### src/rtl/intack_pkg.sv
// Shared types for the interrupt acknowledge sequencer.
// Assumes: one bus state = two clocks; encodings used by all submodules.
package intack_pkg;
    typedef enum logic [2:0] {
        SQ_IDLE  = 3'd0,
        SQ_STAT1 = 3'd1,
        SQ_CMD1  = 3'd2,
        SQ_GAP   = 3'd3,
        SQ_STAT2 = 3'd4,
        SQ_CMD2  = 3'd5,
        SQ_DONE  = 3'd6
    } seq_st_e;

    localparam logic [1:0] STAT_ACK     = 2'b00;
    localparam logic [1:0] STAT_PASSIVE = 2'b11;
endpackage

### src/rtl/intack_phase.sv
// Phase generator: splits the clock into two-clock bus states.
// Assumes: reset puts the first clock after reset into phase 1.
module intack_phase (
    input  logic clk,
    input  logic rst_n,
    output logic ph2_o
);
    logic ph_q;

    // Toggle the phase every clock; 0 = phase 1, 1 = phase 2.
    always_ff @(posedge clk) begin
        if (!rst_n) ph_q <= 1'b0;
        else        ph_q <= ~ph_q;
    end

    assign ph2_o = ph_q;

    AST_PHASE_ALT_A: assert property (@(posedge clk) disable iff (!rst_n)
        ph_q |=> !ph_q);
    AST_PHASE_ALT_B: assert property (@(posedge clk) disable iff (!rst_n)
        !ph_q |=> ph_q);
endmodule

### src/rtl/intack_fsm.sv
// Bus-state sequencer for the locked two-cycle acknowledge exchange.
// Assumes: state_end_i is high on the phase-2 clock of each bus state;
// the wait counter saturates and is only compared against small values.
module intack_fsm
    import intack_pkg::*;
#(
    parameter int IDLE_GAP = 3,
    parameter int MIN_WAIT = 1,
    localparam int SAT     = MIN_WAIT + 2,
    localparam int CNT_W   = $clog2(SAT + 1),
    localparam int GAP_W   = (IDLE_GAP > 1) ? $clog2(IDLE_GAP) : 1
) (
    input  logic             clk,
    input  logic             rst_n,
    input  logic             state_end_i,
    input  logic             req_i,
    input  logic             rdy_i,
    output seq_st_e          st_o,
    output logic [CNT_W-1:0] cmd_idx_o,
    output logic             cap_o
);
    localparam logic [CNT_W-1:0] IDX_SAT  = CNT_W'(SAT);
    localparam logic [CNT_W-1:0] IDX_MIN  = CNT_W'(MIN_WAIT);
    localparam logic [GAP_W-1:0] GAP_LAST = GAP_W'(IDLE_GAP - 1);

    seq_st_e          st_q, st_d;
    logic [CNT_W-1:0] idx_q, idx_d;
    logic [GAP_W-1:0] gap_q, gap_d;
    logic             in_cmd;
    logic             accept;

    // Command state finishes when ready is seen after the minimum waits.
    always_comb begin
        in_cmd = (st_q == SQ_CMD1) || (st_q == SQ_CMD2);
        accept = state_end_i && in_cmd && rdy_i && (idx_q >= IDX_MIN);
    end

    // Next-state, wait-index and gap-count logic, evaluated per bus state.
    always_comb begin
        st_d  = st_q;
        idx_d = idx_q;
        gap_d = gap_q;
        if (state_end_i) begin
            unique case (st_q)
                SQ_IDLE:  if (req_i) st_d = SQ_STAT1;
                SQ_STAT1: begin st_d = SQ_CMD1; idx_d = '0; end
                SQ_CMD1: begin
                    if (accept) begin
                        st_d  = SQ_GAP;
                        gap_d = '0;
                    end else if (idx_q != IDX_SAT) begin
                        idx_d = idx_q + 1'b1;
                    end
                end
                SQ_GAP: begin
                    if (gap_q == GAP_LAST) st_d = SQ_STAT2;
                    else                   gap_d = gap_q + 1'b1;
                end
                SQ_STAT2: begin st_d = SQ_CMD2; idx_d = '0; end
                SQ_CMD2: begin
                    if (accept)                 st_d  = SQ_DONE;
                    else if (idx_q != IDX_SAT)  idx_d = idx_q + 1'b1;
                end
                SQ_DONE:  st_d = SQ_IDLE;
                default:  st_d = SQ_IDLE;
            endcase
        end
    end

    // State registers.
    always_ff @(posedge clk) begin
        if (!rst_n) begin
            st_q  <= SQ_IDLE;
            idx_q <= '0;
            gap_q <= '0;
        end else begin
            st_q  <= st_d;
            idx_q <= idx_d;
            gap_q <= gap_d;
        end
    end

    assign st_o      = st_q;
    assign cmd_idx_o = idx_q;
    assign cap_o     = accept && (st_q == SQ_CMD2);

    AST_STATE_ON_PH2: assert property (@(posedge clk) disable iff (!rst_n)
        (st_q != $past(st_q)) |-> $past(state_end_i));
    AST_EARLY_READY: assert property (@(posedge clk) disable iff (!rst_n)
        (in_cmd && state_end_i && (idx_q < IDX_MIN)) |=> (st_q == $past(st_q)));
    AST_START_FROM_IDLE: assert property (@(posedge clk) disable iff (!rst_n)
        ((st_q == SQ_STAT1) && ($past(st_q) != SQ_STAT1)) |-> ($past(st_q) == SQ_IDLE));
    AST_GAP_TO_STAT2: assert property (@(posedge clk) disable iff (!rst_n)
        ((st_q == SQ_STAT2) && ($past(st_q) != SQ_STAT2)) |-> ($past(st_q) == SQ_GAP));
endmodule

### src/rtl/intack_vec.sv
// Vector register: loads the data bus only on the capture strobe.
// Assumes: cap_i is a single-clock pulse from the sequencer.
module intack_vec #(
    parameter int DATA_W = 16
) (
    input  logic              clk,
    input  logic              rst_n,
    input  logic              cap_i,
    input  logic [DATA_W-1:0] data_i,
    output logic [DATA_W-1:0] vec_o
);
    logic [DATA_W-1:0] vec_q;

    // Hold the vector; replace it only on capture.
    always_ff @(posedge clk) begin
        if (!rst_n)     vec_q <= '0;
        else if (cap_i) vec_q <= data_i;
    end

    assign vec_o = vec_q;

    AST_VEC_HOLD: assert property (@(posedge clk) disable iff (!rst_n)
        !cap_i |=> $stable(vec_q));
endmodule

### src/rtl/intack_seq.sv
// Top of the interrupt acknowledge sequencer: phase generator,
// bus-state sequencer, vector register and output decode.
// Assumes: rdy_i and data_i are synchronous to clk.
module intack_seq
    import intack_pkg::*;
#(
    parameter int DATA_W   = 16,
    parameter int IDLE_GAP = 3,
    parameter int MIN_WAIT = 1,
    localparam int CNT_W   = $clog2(MIN_WAIT + 3)
) (
    input  logic              clk,
    input  logic              rst_n,
    input  logic              req_i,
    input  logic              rdy_i,
    input  logic [DATA_W-1:0] data_i,
    output logic [1:0]        stat_o,
    output logic              inta_n_o,
    output logic              lock_n_o,
    output logic              addr_en_o,
    output logic [DATA_W-1:0] vec_o,
    output logic              vec_vld_o
);
    logic             ph2;
    seq_st_e          st;
    logic [CNT_W-1:0] cmd_idx;
    logic             cap;
    logic             addr_late;

    intack_phase u_phase (
        .clk   (clk),
        .rst_n (rst_n),
        .ph2_o (ph2)
    );

    intack_fsm #(
        .IDLE_GAP (IDLE_GAP),
        .MIN_WAIT (MIN_WAIT)
    ) u_fsm (
        .clk         (clk),
        .rst_n       (rst_n),
        .state_end_i (ph2),
        .req_i       (req_i),
        .rdy_i       (rdy_i),
        .st_o        (st),
        .cmd_idx_o   (cmd_idx),
        .cap_o       (cap)
    );

    intack_vec #(
        .DATA_W (DATA_W)
    ) u_vec (
        .clk    (clk),
        .rst_n  (rst_n),
        .cap_i  (cap),
        .data_i (data_i),
        .vec_o  (vec_o)
    );

    // Decode bus pins from the sequencer state and phase.
    always_comb begin
        addr_late = (cmd_idx >= CNT_W'(2)) || ((cmd_idx == CNT_W'(1)) && ph2);
        stat_o    = ((st == SQ_STAT1) || (st == SQ_STAT2)) ? STAT_ACK : STAT_PASSIVE;
        inta_n_o  = !((st == SQ_CMD1) || (st == SQ_CMD2));
        lock_n_o  = (st == SQ_IDLE);
        vec_vld_o = (st == SQ_DONE);
        unique case (st)
            SQ_IDLE, SQ_DONE: addr_en_o = 1'b1;
            SQ_CMD2:          addr_en_o = addr_late;
            default:          addr_en_o = 1'b0;
        endcase
    end

    AST_LOCK_RELEASE: assert property (@(posedge clk) disable iff (!rst_n)
        $rose(lock_n_o) |-> $past(vec_vld_o));
    AST_STROBE_NOT_IN_STATUS: assert property (@(posedge clk) disable iff (!rst_n)
        (stat_o == STAT_ACK) |-> inta_n_o);
    AST_ADDR_UNDER_LOCK: assert property (@(posedge clk) disable iff (!rst_n)
        !addr_en_o |-> !lock_n_o);
    AST_VLD_TWO_CLOCKS: assert property (@(posedge clk) disable iff (!rst_n)
        $rose(vec_vld_o) |=> vec_vld_o);
endmodule

### config.mk
export PLATFORM = sky130hd
export DESIGN_NAME = intack_seq
export DESIGN_NICKNAME = d
export VERILOG_FILES = /design/src/rtl/intack_pkg.sv /design/src/rtl/intack_phase.sv /design/src/rtl/intack_fsm.sv /design/src/rtl/intack_vec.sv /design/src/rtl/intack_seq.sv
export SDC_FILE = /design/constraint.sdc
export NUM_CORES = 1
export LEC_CHECK = 0
export BUFFER_PORTS_ARGS = -buffer_cell sky130_fd_sc_hd__buf_2
export CORE_ASPECT_RATIO = 1.25
export CORE_MARGIN = 5
export CORE_UTILIZATION = 52
export DETAILED_ROUTE_END_ITERATION = 10
export GPL_TIMING_DRIVEN = 0
export PLACE_DENSITY_LB_ADDON = 0.25
export SYNTH_ARGS = -nofsm -noshare
export SYNTH_HDL_FRONTEND = slang
export SYNTH_SLANG_ARGS = --single-unit
### constraint.sdc
create_clock -name clk -period 2.66 [get_ports clk]
set_clock_uncertainty 0.05 [all_clocks]
set_input_delay 0.399 -clock clk [delete_from_list [all_inputs] [get_ports clk]]
set_output_delay 0.399 -clock clk [all_outputs]
set_load 0.02 [all_outputs]
Word level (Yosys, flattened, before mapping). Cells that the tools add are included.

Bits in registers: 24. Bits of input ports: 20. Output and inout bits: 22. Word-level logic and storage cells: 57.

Add/subtract/negate cells: 2. Magnitude comparators: 2. Equality and inequality tests: 16. Muxes and demuxes: 13. Bitwise operators: 1. Reductions and logical operators: 18.

Operators by type and width (number): 3-bit case mux with 6 select lines (1); 3-bit two-way mux (4); 2-bit two-way mux (5); 3-bit equality test (second input constant) (3); 2-bit by 1-bit inequality test with 1-bit output (second input constant) (4); 2-bit inequality test (second input constant) (4); 2-bit case mux with 2 select lines (2); 4-bit AND reduction (2); 3-bit by 2-bit equality test with 1-bit output (second input constant) (2); 2-bit OR reduction (3); 1-bit logical AND (5); 5-bit AND reduction (1); 2-bit by 1-bit adder with 2-bit output (second input constant) (2); 2-bit nonzero test (2); 3-bit by 1-bit equality test with 1-bit output (second input constant) (1); 3-bit logical NOT (1); 1-bit logical OR (3); 2-bit by 1-bit equality test with 1-bit output (second input constant) (1); 2-bit equality test (second input constant) (1); 2-bit by 1-bit greater-or-equal comparator with 1-bit output (second input constant) (1); 2-bit greater-or-equal comparator (second input constant) (1); 1-bit case mux with 2 select lines (1); 1-bit logical NOT (1); 1-bit inverter (1).

Longest topological paths before layout. Gate-level depths: netlist of run 1.

Depth in word-level cells: 7. Depth in mapped cells: 8. Gate-level depth less buffers: 6.

Hierarchy. Synthesis of run 1 repeated with hierarchy kept, for this count alone.

Cell total of the unflattened synthesis: 121. Area total of the unflattened synthesis: 1218.7 um^2.

Modules (own cells, without submodules): intack_vec (times used 1, cells each 51, area each 615.6 um^2, sequential area each 320.3 um^2); intack_fsm (times used 1, cells each 56, area each 486.7 um^2, sequential area each 140.1 um^2); intack_seq (times used 1, cells each 12, area each 82.6 um^2, sequential area each 0.0 um^2); intack_phase (times used 1, cells each 2, area each 33.8 um^2, sequential area each 20.0 um^2).

Worst setup path after synthesis of run 1. No wires, ideal clock.

Path kind: flip-flop to flip-flop. Start point: register u_fsm.idx_q[0] (netlist: u_fsm.cmd_idx_o[0]). End point: register u_vec.vec_q[10] (netlist: u_vec.vec_o[10]). Library setup time: 0.070 ns. Arrival time: 1.593 ns. Data required time: 2.540 ns. Setup slack: 0.947 ns. Stages on the path, launching flop included: 9. Buffers on the path: 2. Period minus slack after synthesis: 1.713 ns. Cells stage by stage: dfxtp_1 -> inv_1 -> ha_1 -> and3b_1 -> nor2b_1 -> clkbuf_1 -> buf_2 -> nand2_1 -> a21oi_1.

Cells in the longest elaborated chain, start to end: 3.

RTL lines: from (decl) (line intack_fsm.sv:27) `logic [CNT_W-1:0] idx_q, idx_d;`; from (signal assigned) (line intack_fsm.sv:78) `idx_q <= idx_d;`; 2-bit by 1-bit greater-or-equal comparator with 1-bit output (line intack_fsm.sv:35) `accept = state_end_i && in_cmd && rdy_i && (idx_q >= IDX_MIN);`; 1-bit logical AND (line intack_fsm.sv:35); 1-bit logical AND (line intack_fsm.sv:85) `assign cap_o = accept && (st_q == SQ_CMD2);`; to (signal assigned) (line intack_vec.sv:17) `else if (cap_i) vec_q <= data_i;`; to (decl) (line intack_vec.sv:12) `logic [DATA_W-1:0] vec_q;`.

Every way passes these cells. A chain may end at the register's enable or synchronous reset.

Final worst setup path of run 1.
Start point: register u_fsm.st_q[0] (netlist: u_fsm.st_o[0]). End point: output stat_o[1].

Cells in the longest elaborated chain, start to end: 3. Elaborated cells between the ends (all ways): 4. Those cells by class: eq/ne (2); mux (1); reduce/logical (1).

RTL lines: from (decl) (line intack_fsm.sv:26) `seq_st_e st_q, st_d;`; from (signal assigned) (line intack_fsm.sv:77) `st_q <= st_d;`; 3-bit by 1-bit equality test with 1-bit output or 3-bit equality test (tied branches) (line intack_seq.sv:63) `stat_o = ((st == SQ_STAT1) || (st == SQ_STAT2)) ? STAT_ACK : STAT_PASSIVE;`; 1-bit logical OR (*) (line intack_seq.sv:63); 2-bit two-way mux (*) (line intack_seq.sv:63); to (decl) (line intack_seq.sv:17) `output logic [1:0] stat_o,`.

Every way passes the cells marked *; elsewhere a longest branch is shown, timed or not.

==> results of run 1 <==
==> state kept, by name, summed over array words and instances (netlist names) <==
name / flops
u_vec.vec_o: 16
u_fsm.st_o: 3
u_fsm.cmd_idx_o: 2
u_fsm.gap_q: 2
u_phase.ph2_o: 1
==> area by class of cell <==
cell class	count	area share [%]
clock buffer	4	2.52
multi-input combinational	102	41.9
inverter	6	1.56
buffer	9	3.74
sequential	24	33.4
timing repair buffer	41	14.2
tap	31	2.69
==> kinds of logic after synthesis <==
family,Yosys count
flops,24
compound gates,33
simple gates,61
fa+ha+maj,5
xor+xnor,1
mux,2
buf+inv,15
==> cells in the final DEF (no fill, tap or decap), drive strengths merged <==
cell type / n
nor3: 2
o211ai: 2
a2111oi: 1
ha: 5
a31oi: 1
and3b: 1
o22ai: 1
o31ai: 2
o21ai: 4
or2b: 1
o41ai: 1
nand3b: 2
o221a: 1
o2111ai: 1
a21oi: 17
mux2i: 2
nor2: 6
nor3b: 1
nor2b: 5
nand3: 2
dfxtp: 24
a211oi: 1
and2: 2
clkbuf: 9
buf: 45
xor2: 1
inv: 6
a221oi: 1
nand2b: 1
nand2: 37
or3b: 1
==> worst max-delay path, stage by stage, from the launching register on <==
cell and delay (ns):
sky130_fd_sc_hd__dfxtp_1 0.43, sky130_fd_sc_hd__clkbuf_1 0.37, sky130_fd_sc_hd__xor2_1 0.19, sky130_fd_sc_hd__nand2_1 0.12
sky130_fd_sc_hd__buf_4 0.15, sky130_fd_sc_hd__buf_2 0.15
==> cell usage after synthesis <==
library cell / number / area share (%)
sky130_fd_sc_hd__a2111oi_4: 1 / 2.4
sky130_fd_sc_hd__a211oi_1: 1 / 0.65
sky130_fd_sc_hd__a21oi_1: 17 / 7.3
sky130_fd_sc_hd__a221oi_2: 1 / 1.3
sky130_fd_sc_hd__a31oi_1: 1 / 0.54
sky130_fd_sc_hd__and2_1: 2 / 1.1
sky130_fd_sc_hd__and3b_1: 1 / 0.76
sky130_fd_sc_hd__buf_2: 1 / 0.43
sky130_fd_sc_hd__buf_4: 1 / 0.65
sky130_fd_sc_hd__buf_6: 2 / 1.9
sky130_fd_sc_hd__clkbuf_1: 5 / 1.6
sky130_fd_sc_hd__dfxtp_1: 24 / 41
sky130_fd_sc_hd__ha_1: 5 / 5.4
sky130_fd_sc_hd__inv_1: 6 / 1.9
sky130_fd_sc_hd__mux2i_1: 2 / 1.7
sky130_fd_sc_hd__nand2_1: 37 / 12
sky130_fd_sc_hd__nand2b_1: 1 / 0.54
sky130_fd_sc_hd__nand3_1: 2 / 0.86
sky130_fd_sc_hd__nand3b_1: 2 / 1.3
sky130_fd_sc_hd__nor2_1: 6 / 1.9
sky130_fd_sc_hd__nor2b_1: 5 / 2.7
sky130_fd_sc_hd__nor3_1: 2 / 0.86
sky130_fd_sc_hd__nor3b_1: 1 / 0.65
sky130_fd_sc_hd__o2111ai_1: 1 / 0.76
sky130_fd_sc_hd__o211ai_1: 2 / 1.3
sky130_fd_sc_hd__o21ai_0: 2 / 0.86
sky130_fd_sc_hd__o21ai_1: 1 / 0.43
sky130_fd_sc_hd__o21ai_2: 1 / 0.76
sky130_fd_sc_hd__o221a_1: 1 / 0.97
sky130_fd_sc_hd__o22ai_1: 1 / 0.54
sky130_fd_sc_hd__o31ai_1: 2 / 1.3
sky130_fd_sc_hd__o41ai_1: 1 / 0.76
sky130_fd_sc_hd__or2b_1: 1 / 0.65
sky130_fd_sc_hd__or3b_4: 1 / 0.97
sky130_fd_sc_hd__xor2_1: 1 / 0.76
==> report_power, final <==
| group | internal [µW] | switching (µW) | leakage, µW |
|---|---|---|---|
| logic | 34.1 | 45.1 | 0.000402 |
| registers | 363 | 5.32 | 0.000194 |
| clock network | 83.8 | 114 | 0.0000210 |
| total | 481 | 164 | 0.000617 |
==> metrics by stage <==
step	instances	hold WS [ns]	util [%]
after floorplan	141	0.411	-
after global placement	213	0.388	64.9
after detailed placement	213	0.393	64.9
after CTS	217	0.247	66.6
after global routing	217	0.241	66.6
final	217	0.245	66.6
==> per-layer routing <==
| layer | global-route usage [%] | routed length, µm |
|---|---|---|
| met5 | 0 | 0 |
| met4 | 8.95 | 61 |
| met3 | 2.86 | 143 |
| met2 | 31.9 | 1320 |
| met1 | 18.8 | 1150 |
==> path summary, 6_finish.rpt <==
kind                      start              end  slack, ns  cells past startpoint
max reg2reg  u_fsm.cmd_idx_o[0]   u_vec.vec_o[8]       0.66                      8
max               u_fsm.st_o[0]        stat_o[1]       0.49                      5
min                  data_i[15]  u_vec.vec_o[15]       0.25                      3
min reg2reg      u_vec.vec_o[3]   u_vec.vec_o[3]       0.41                      2
==> tab_implementation.tex, run 1 <==
\begin{tabular}{lr}
\hline
Metric & Value \\
\hline
\multicolumn{2}{l}{\textbf{Power and ir drop}} \\
Peak supply drop & 427 µV \\
Leak Pwr & 0.000617 µW \\
Power after layout & 645 µW \\
Power per Cell Area & 448 mW/mm² \\
\multicolumn{2}{l}{\textbf{Routing}} \\
Wirelength per Cell & 12.3 µm \\
Total number of vias & 1,111 \\
Drc violations & 0 \\
Mean number of vias per cell & 5.12 \\
Number of search-and-repair iterations in the first detailed-routing pass & 6 \\
First-iteration detailed-routing DRC count & 30 \\
Antenna-violating nets left & 0 \\
Total length of routed wires & 2.67 mm \\
\multicolumn{2}{l}{\textbf{Clock network}} \\
Root buffer cell & sky130\_fd\_sc\_hd\_\_clkbuf\_4 \\
Post-CTS Repair Setup Buffers & 0 \\
Clock buffer count from CTS & 3 \\
Post-CTS Resized & 0 \\
Maximum number of buffers from clock root to sink & 2 \\
TritonCTS clock tree & done \\
H-Tree Depth & 1 \\
Latest clock arrival within the worst-skew pair & 0.32 ns \\
Hold-fix buffers at CTS & 0 \\
Sink Count & 24 \\
Clock transition at path regs & 0.13 ns \\
\multicolumn{2}{l}{\textbf{Synth}} \\
Mux share of post-synthesis cell area & 1.73\% \\
Instance count of the mapped netlist & 141 \\
Share of synthesized cell area in and, or, nand and nor gates & 24.3\% \\
Share of the yosys chip area belonging to registers & 41.4\% \\
Mean post-synth cell area & 8.23 µm² \\
Synthesized flop and latch total & 24 \\
Synthesized cell area & 0.00116 mm² \\
Dominant combinational cell family by area after synthesis & simple AND/OR/NAND/NOR gates \\
Distinct cells, synth & 35 \\
Parity-gate share of the synthesized area counting xor and xnor cells & 0.755\% \\
Arithmetic-cell share of the synthesized area counting full adders, half adders and majority gates & 5.39\% \\
Synthesized Nets & 166 \\
Number of warnings reported in the yosys synthesis log & 0 \\
Fraction of the mapped netlist area in compound gates & 19.8\% \\
\multicolumn{2}{l}{\textbf{Timing}} \\
Final TNS setup & 0 ns \\
Unrepaired setup endpoints after global routing & no \\
Relative slew margins & 70.1\% \\
Hold Vio Cnt, Final & 0 \\
Slew @ Worst Pin & 0.449 ns \\
Clock period minus final worst setup slack & 2.17 ns \\
Final setup margin & 0.485 ns \\
Max-slew violation count & 0 \\
Maximum clock rate & 460 MHz \\
Setup violations, final & 0 \\
Period Utilization, post-route & 81.8\% \\
\multicolumn{2}{l}{\textbf{Global routing}} \\
Remaining Overflow, GRT & 0 \\
Maximum number of pins on one net before global-route repair & 14 \\
Global-route total usage across every layer & 17.6\% \\
Initial antenna violation count & 0 \\
First-pass GRT wire length & 4.53 mm \\
Vias in the first global route & 1,117 \\
\multicolumn{2}{l}{\textbf{Critical path}} \\
Start-to-end type of the worst setup path & flop to output pin \\
Kind of start point of the critical path & flop \\
Maximum fanout along the worst path & 10 \\
Nature of the critical path endpoint & output pin \\
Data arrival time of the worst path & 1.73 ns \\
Required arrival time at the worst endpoint & 2.21 ns \\
\multicolumn{2}{l}{\textbf{Floorplanning}} \\
Starting Density & 53.6\% \\
Total I/O pin count & 42 \\
Std-Cell Rows & 19 \\
Width of the die & 52.2 µm \\
Full die area & 0.00328 mm² \\
Die outline height & 62.8 µm \\
Std-Cell Core Area & 0.00216 mm² \\
\multicolumn{2}{l}{\textbf{Placement}} \\
Post-detail-place hpwl & 2.10 mm \\
Post-place setup slack & 0.666 ns \\
Placer's final routability congestion estimate & 0.796 \\
Instance area after placement & 0.00140 mm² \\
Number of I/O port buffers & 41 \\
\multicolumn{2}{l}{\textbf{Run}} \\
\# Max-Cap Violations & 0 \\
\multicolumn{2}{l}{\textbf{Finish}} \\
Proportion of layout cells with a drive suffix above 1 & 28.5\% \\
Fill count & 218 \\
Post-route standard cell area excluding fillers & 0.00144 mm² \\
FF+latch area & 480 µm² \\
Signed area change from the synthesized netlist to the final layout & 24.2\% \\
Area taken by multi-input logic gates & 603 µm² \\
Net count of the finished layout & 212 \\
Diode insertion count for antenna repair & 0 \\
\multicolumn{2}{l}{\textbf{Hold path}} \\
Worst hold-check path type & primary input to flop \\
\multicolumn{2}{l}{\textbf{Run status}} \\
Result of the run & completed \\
\hline
\end{tabular}
Note: power is estimated with default switching activity, not from simulation.
==> run 2, diff against run 1 <==
--- a/config.mk
+++ b/config.mk
@@ -8,7 +8,7 @@
 export BUFFER_PORTS_ARGS = -buffer_cell sky130_fd_sc_hd__buf_2
 export CORE_ASPECT_RATIO = 1.25
 export CORE_MARGIN = 5
-export CORE_UTILIZATION = 52
+export CORE_UTILIZATION = 43
 export DETAILED_ROUTE_END_ITERATION = 10
 export GPL_TIMING_DRIVEN = 0
 export PLACE_DENSITY_LB_ADDON = 0.25
==> constraint.sdc (replaced) <==
create_clock -name clk -period 2 [get_ports clk]
set_clock_uncertainty 0.05 [all_clocks]
set_input_delay 0.3 -clock clk [delete_from_list [all_inputs] [get_ports clk]]
set_output_delay 0.3 -clock clk [all_outputs]
set_load 0.02 [all_outputs]
==> tab_implementation.tex, run 2 (synthesis gave the netlist of run 1 again) <==
\begin{tabular}{lr}
\hline
Metric & Value \\
\hline
\multicolumn{2}{l}{\textbf{Critical path}} \\
Required arrival time at the worst endpoint & 1.65 ns (-0.56 ns) \\
Maximum fanout along the worst path & 10 (unchanged) \\
Worst setup startpoint & u\_fsm.st\_o[2] \\
Launch instance of the worst register-to-register path & u\_fsm.cmd\_idx\_o[0] \\
Data arrival time of the worst path & 1.55 ns (-0.18 ns) \\
Start-to-end type of the worst setup path & flop to output pin \\
Kind of start point of the critical path & flop \\
Nature of the critical path endpoint & output pin \\
\multicolumn{2}{l}{\textbf{Timing}} \\
Final setup margin & 0.0964 ns (-0.389 ns) \\
Maximum clock rate & 525 MHz \\
Unrepaired setup endpoints after global routing & no \\
Slew @ Worst Pin & 0.457 ns (+0.00784 ns) \\
Relative slew margins & 69.5\% (-0.52 points) \\
Hold Vio Cnt, Final & 0 (unchanged) \\
Period Utilization, post-route & 95.2\% \\
Clock period minus final worst setup slack & 1.90 ns \\
Final TNS setup & 0 ns (unchanged) \\
Max-slew violation count & 0 (unchanged) \\
Setup violations, final & 0 (unchanged) \\
\multicolumn{2}{l}{\textbf{Power and ir drop}} \\
Peak supply drop & 490 µV (+15\%) \\
Leak Pwr & 0.000635 µW (+3.0\%) \\
Net switching fraction of the power & 22.2\% (-3.2 points) \\
Combinational fraction of design power & 11.2\% (-1.1 points) \\
Sequential group share of total power & 52.0\% (-5.1 points) \\
Power per Cell Area & 641 mW/mm² (+43\%) \\
Cell Int Power & 733 µW (+52\%) \\
Net switching power & 209 µW (+28\%) \\
Share of power burned in the clock network & 36.8\% (+6.2 points) \\
\multicolumn{2}{l}{\textbf{Finish}} \\
Signed area change from the synthesized netlist to the final layout & 26.9\% \\
Fill count & 263 (+21\%) \\
Leading cell types in the layout, fill and taps excluded & 42 x sky130\_fd\_sc\_hd\_\_buf\_2, 37 x sky130\_fd\_sc\_hd\_\_nand2\_1, 20 x sky130\_fd\_sc\_hd\_\_dfxtp\_1 \\
Diode insertion count for antenna repair & 0 (unchanged) \\
Non-filler cells in the finished layout & 220 (+1.4\%) \\
Commonest non-fill, non-tap cell in the layout & sky130\_fd\_sc\_hd\_\_buf\_2 \\
Net count of the finished layout & 212 (unchanged) \\
Utilization of the core after routing & 56.0\% (-11 points) \\
Number of flip-flops in the largest register & 16 (unchanged) \\
Post-route standard cell area excluding fillers & 0.00147 mm² (+2.2\%) \\
Proportion of layout cells with a drive suffix above 1 & 32.3\% (+3.8 points) \\
\multicolumn{2}{l}{\textbf{Run}} \\
\# Max-Cap Violations & 0 (unchanged) \\
\multicolumn{2}{l}{\textbf{Floorplanning}} \\
Die outline height & 68.1 µm (+8.4\%) \\
Std-Cell Rows & 21 (+2) \\
Std-Cell Core Area & 0.00263 mm² (+21\%) \\
Full die area & 0.00384 mm² (+17\%) \\
Width of the die & 56.5 µm (+8.1\%) \\
Total I/O pin count & 42 (unchanged) \\
Starting Density & 44.1\% (-9.5 points) \\
\multicolumn{2}{l}{\textbf{Clock network}} \\
TritonCTS clock tree & done \\
Root buffer cell & sky130\_fd\_sc\_hd\_\_clkbuf\_4 \\
Maximum number of buffers from clock root to sink & 2 (unchanged) \\
H-Tree Depth & 1 (unchanged) \\
Clock buffer count from CTS & 3 (unchanged) \\
Latest clock arrival within the worst-skew pair & 0.31 ns (about the same) \\
Sink Count & 24 (unchanged) \\
Hold-fix buffers at CTS & 0 (unchanged) \\
Clock transition at path regs & 0.13 ns (about the same) \\
\multicolumn{2}{l}{\textbf{Global routing}} \\
Initial antenna violation count & 0 (unchanged) \\
Maximum number of pins on one net before global-route repair & 15 (+1) \\
First-pass GRT wire length & 4.30 mm (-5.0\%) \\
Global-route total usage across every layer & 14.1\% (-3.6 points) \\
Vias in the first global route & 1,042 (-6.7\%) \\
Remaining Overflow, GRT & 0 (unchanged) \\
\multicolumn{2}{l}{\textbf{Placement}} \\
Post-place setup slack & 0.00364 ns (-0.662 ns) \\
Post-detail-place hpwl & 2.07 mm (-1.4\%) \\
Instance area after placement & 0.00141 mm² (+0.27\%) \\
Placer's final routability congestion estimate & 0.736 (-7.5\%) \\
Number of I/O port buffers & 41 (unchanged) \\
Cell count after placement & 216 (+1.4\%) \\
\multicolumn{2}{l}{\textbf{Hold path}} \\
Worst hold-check path type & primary input to flop \\
Hold\_sp & data\_i[7] \\
\multicolumn{2}{l}{\textbf{Routing}} \\
First-iteration detailed-routing DRC count & 9 (-70\%) \\
Drc violations & 0 (unchanged) \\
Total length of routed wires & 2.62 mm (-2.1\%) \\
Wirelength per Cell & 11.9 µm (-3.5\%) \\
Number of search-and-repair iterations in the first detailed-routing pass & 4 (-2) \\
Antenna-violating nets left & 0 (unchanged) \\
Total number of vias & 1,100 (-0.99\%) \\
Mean number of vias per cell & 5.00 (-2.3\%) \\
\multicolumn{2}{l}{\textbf{Run status}} \\
Result of the run & completed \\
\hline
\end{tabular}
## run 2: what timing repair did
action / 4_1_cts / 5_1_grt
endpoints found under the setup margin: 11 / 12
cloned: 0 / 0
buffers inserted: 0 / 0
resized for setup: 2 / 8
## run 2: critical path, stage by stage (launching register included)
cell	delay (ns)
sky130_fd_sc_hd__dfxtp_1	0.36
sky130_fd_sc_hd__buf_6	0.15
sky130_fd_sc_hd__or3b_4	0.39
sky130_fd_sc_hd__and2_1	0.19
sky130_fd_sc_hd__buf_2	0.16
## run 2: cell type report
class / instances / area, µm² / share of cell area [%]
well taps: 34 / 42.5 / 2.89
clock buffers: 3 / 22.5 / 1.53
flip-flops and latches: 24 / 485 / 33.0
inverters: 6 / 22.5 / 1.53
plain buffers: 9 / 60.1 / 4.08
clock inverters: 1 / 30.0 / 2.04
multi-input cells: 102 / 603 / 41.0
repair buffers: 41 / 205 / 13.9
## run 2: path summary, 6_finish.rpt
path                           to  slack, ns  cells after the start
hold reg to reg    u_vec.vec_o[3]       0.41                      2
setup / recovery         inta_n_o        0.1                      4
hold / removal     u_vec.vec_o[7]       0.16                      3
setup reg to reg  u_vec.vec_o[11]       0.17                      8
## run 2: per-layer routing
layer | routed length (µm) | global-route usage (%)
met5 | 0 | 0
met4 | 32 | 6.23
met3 | 140 | 2.83
met2 | 1330 | 26.2
met1 | 1120 | 15.5
## run 2: power groups by stage
stage | clock network, µW | registers (µW) | logic, µW
after CTS | 359 | 490 | 105
after global routing | 383 | 492 | 115
after global placement | 0 | 500 | 102
after floorplan | 0 | 498 | 65.6
final | 347 | 491 | 105
after detailed placement | 0 | 501 | 105
## run 2: per-stage QoR
| step | power, µW | hold slack [ns] |
|---|---|---|
| after floorplan | 564 | 0.361 |
| after global placement | 602 | 0.390 |
| after detailed placement | 605 | 0.394 |
| after CTS | 955 | 0.142 |
| after global routing | 991 | 0.129 |
| final | 943 | 0.156 |
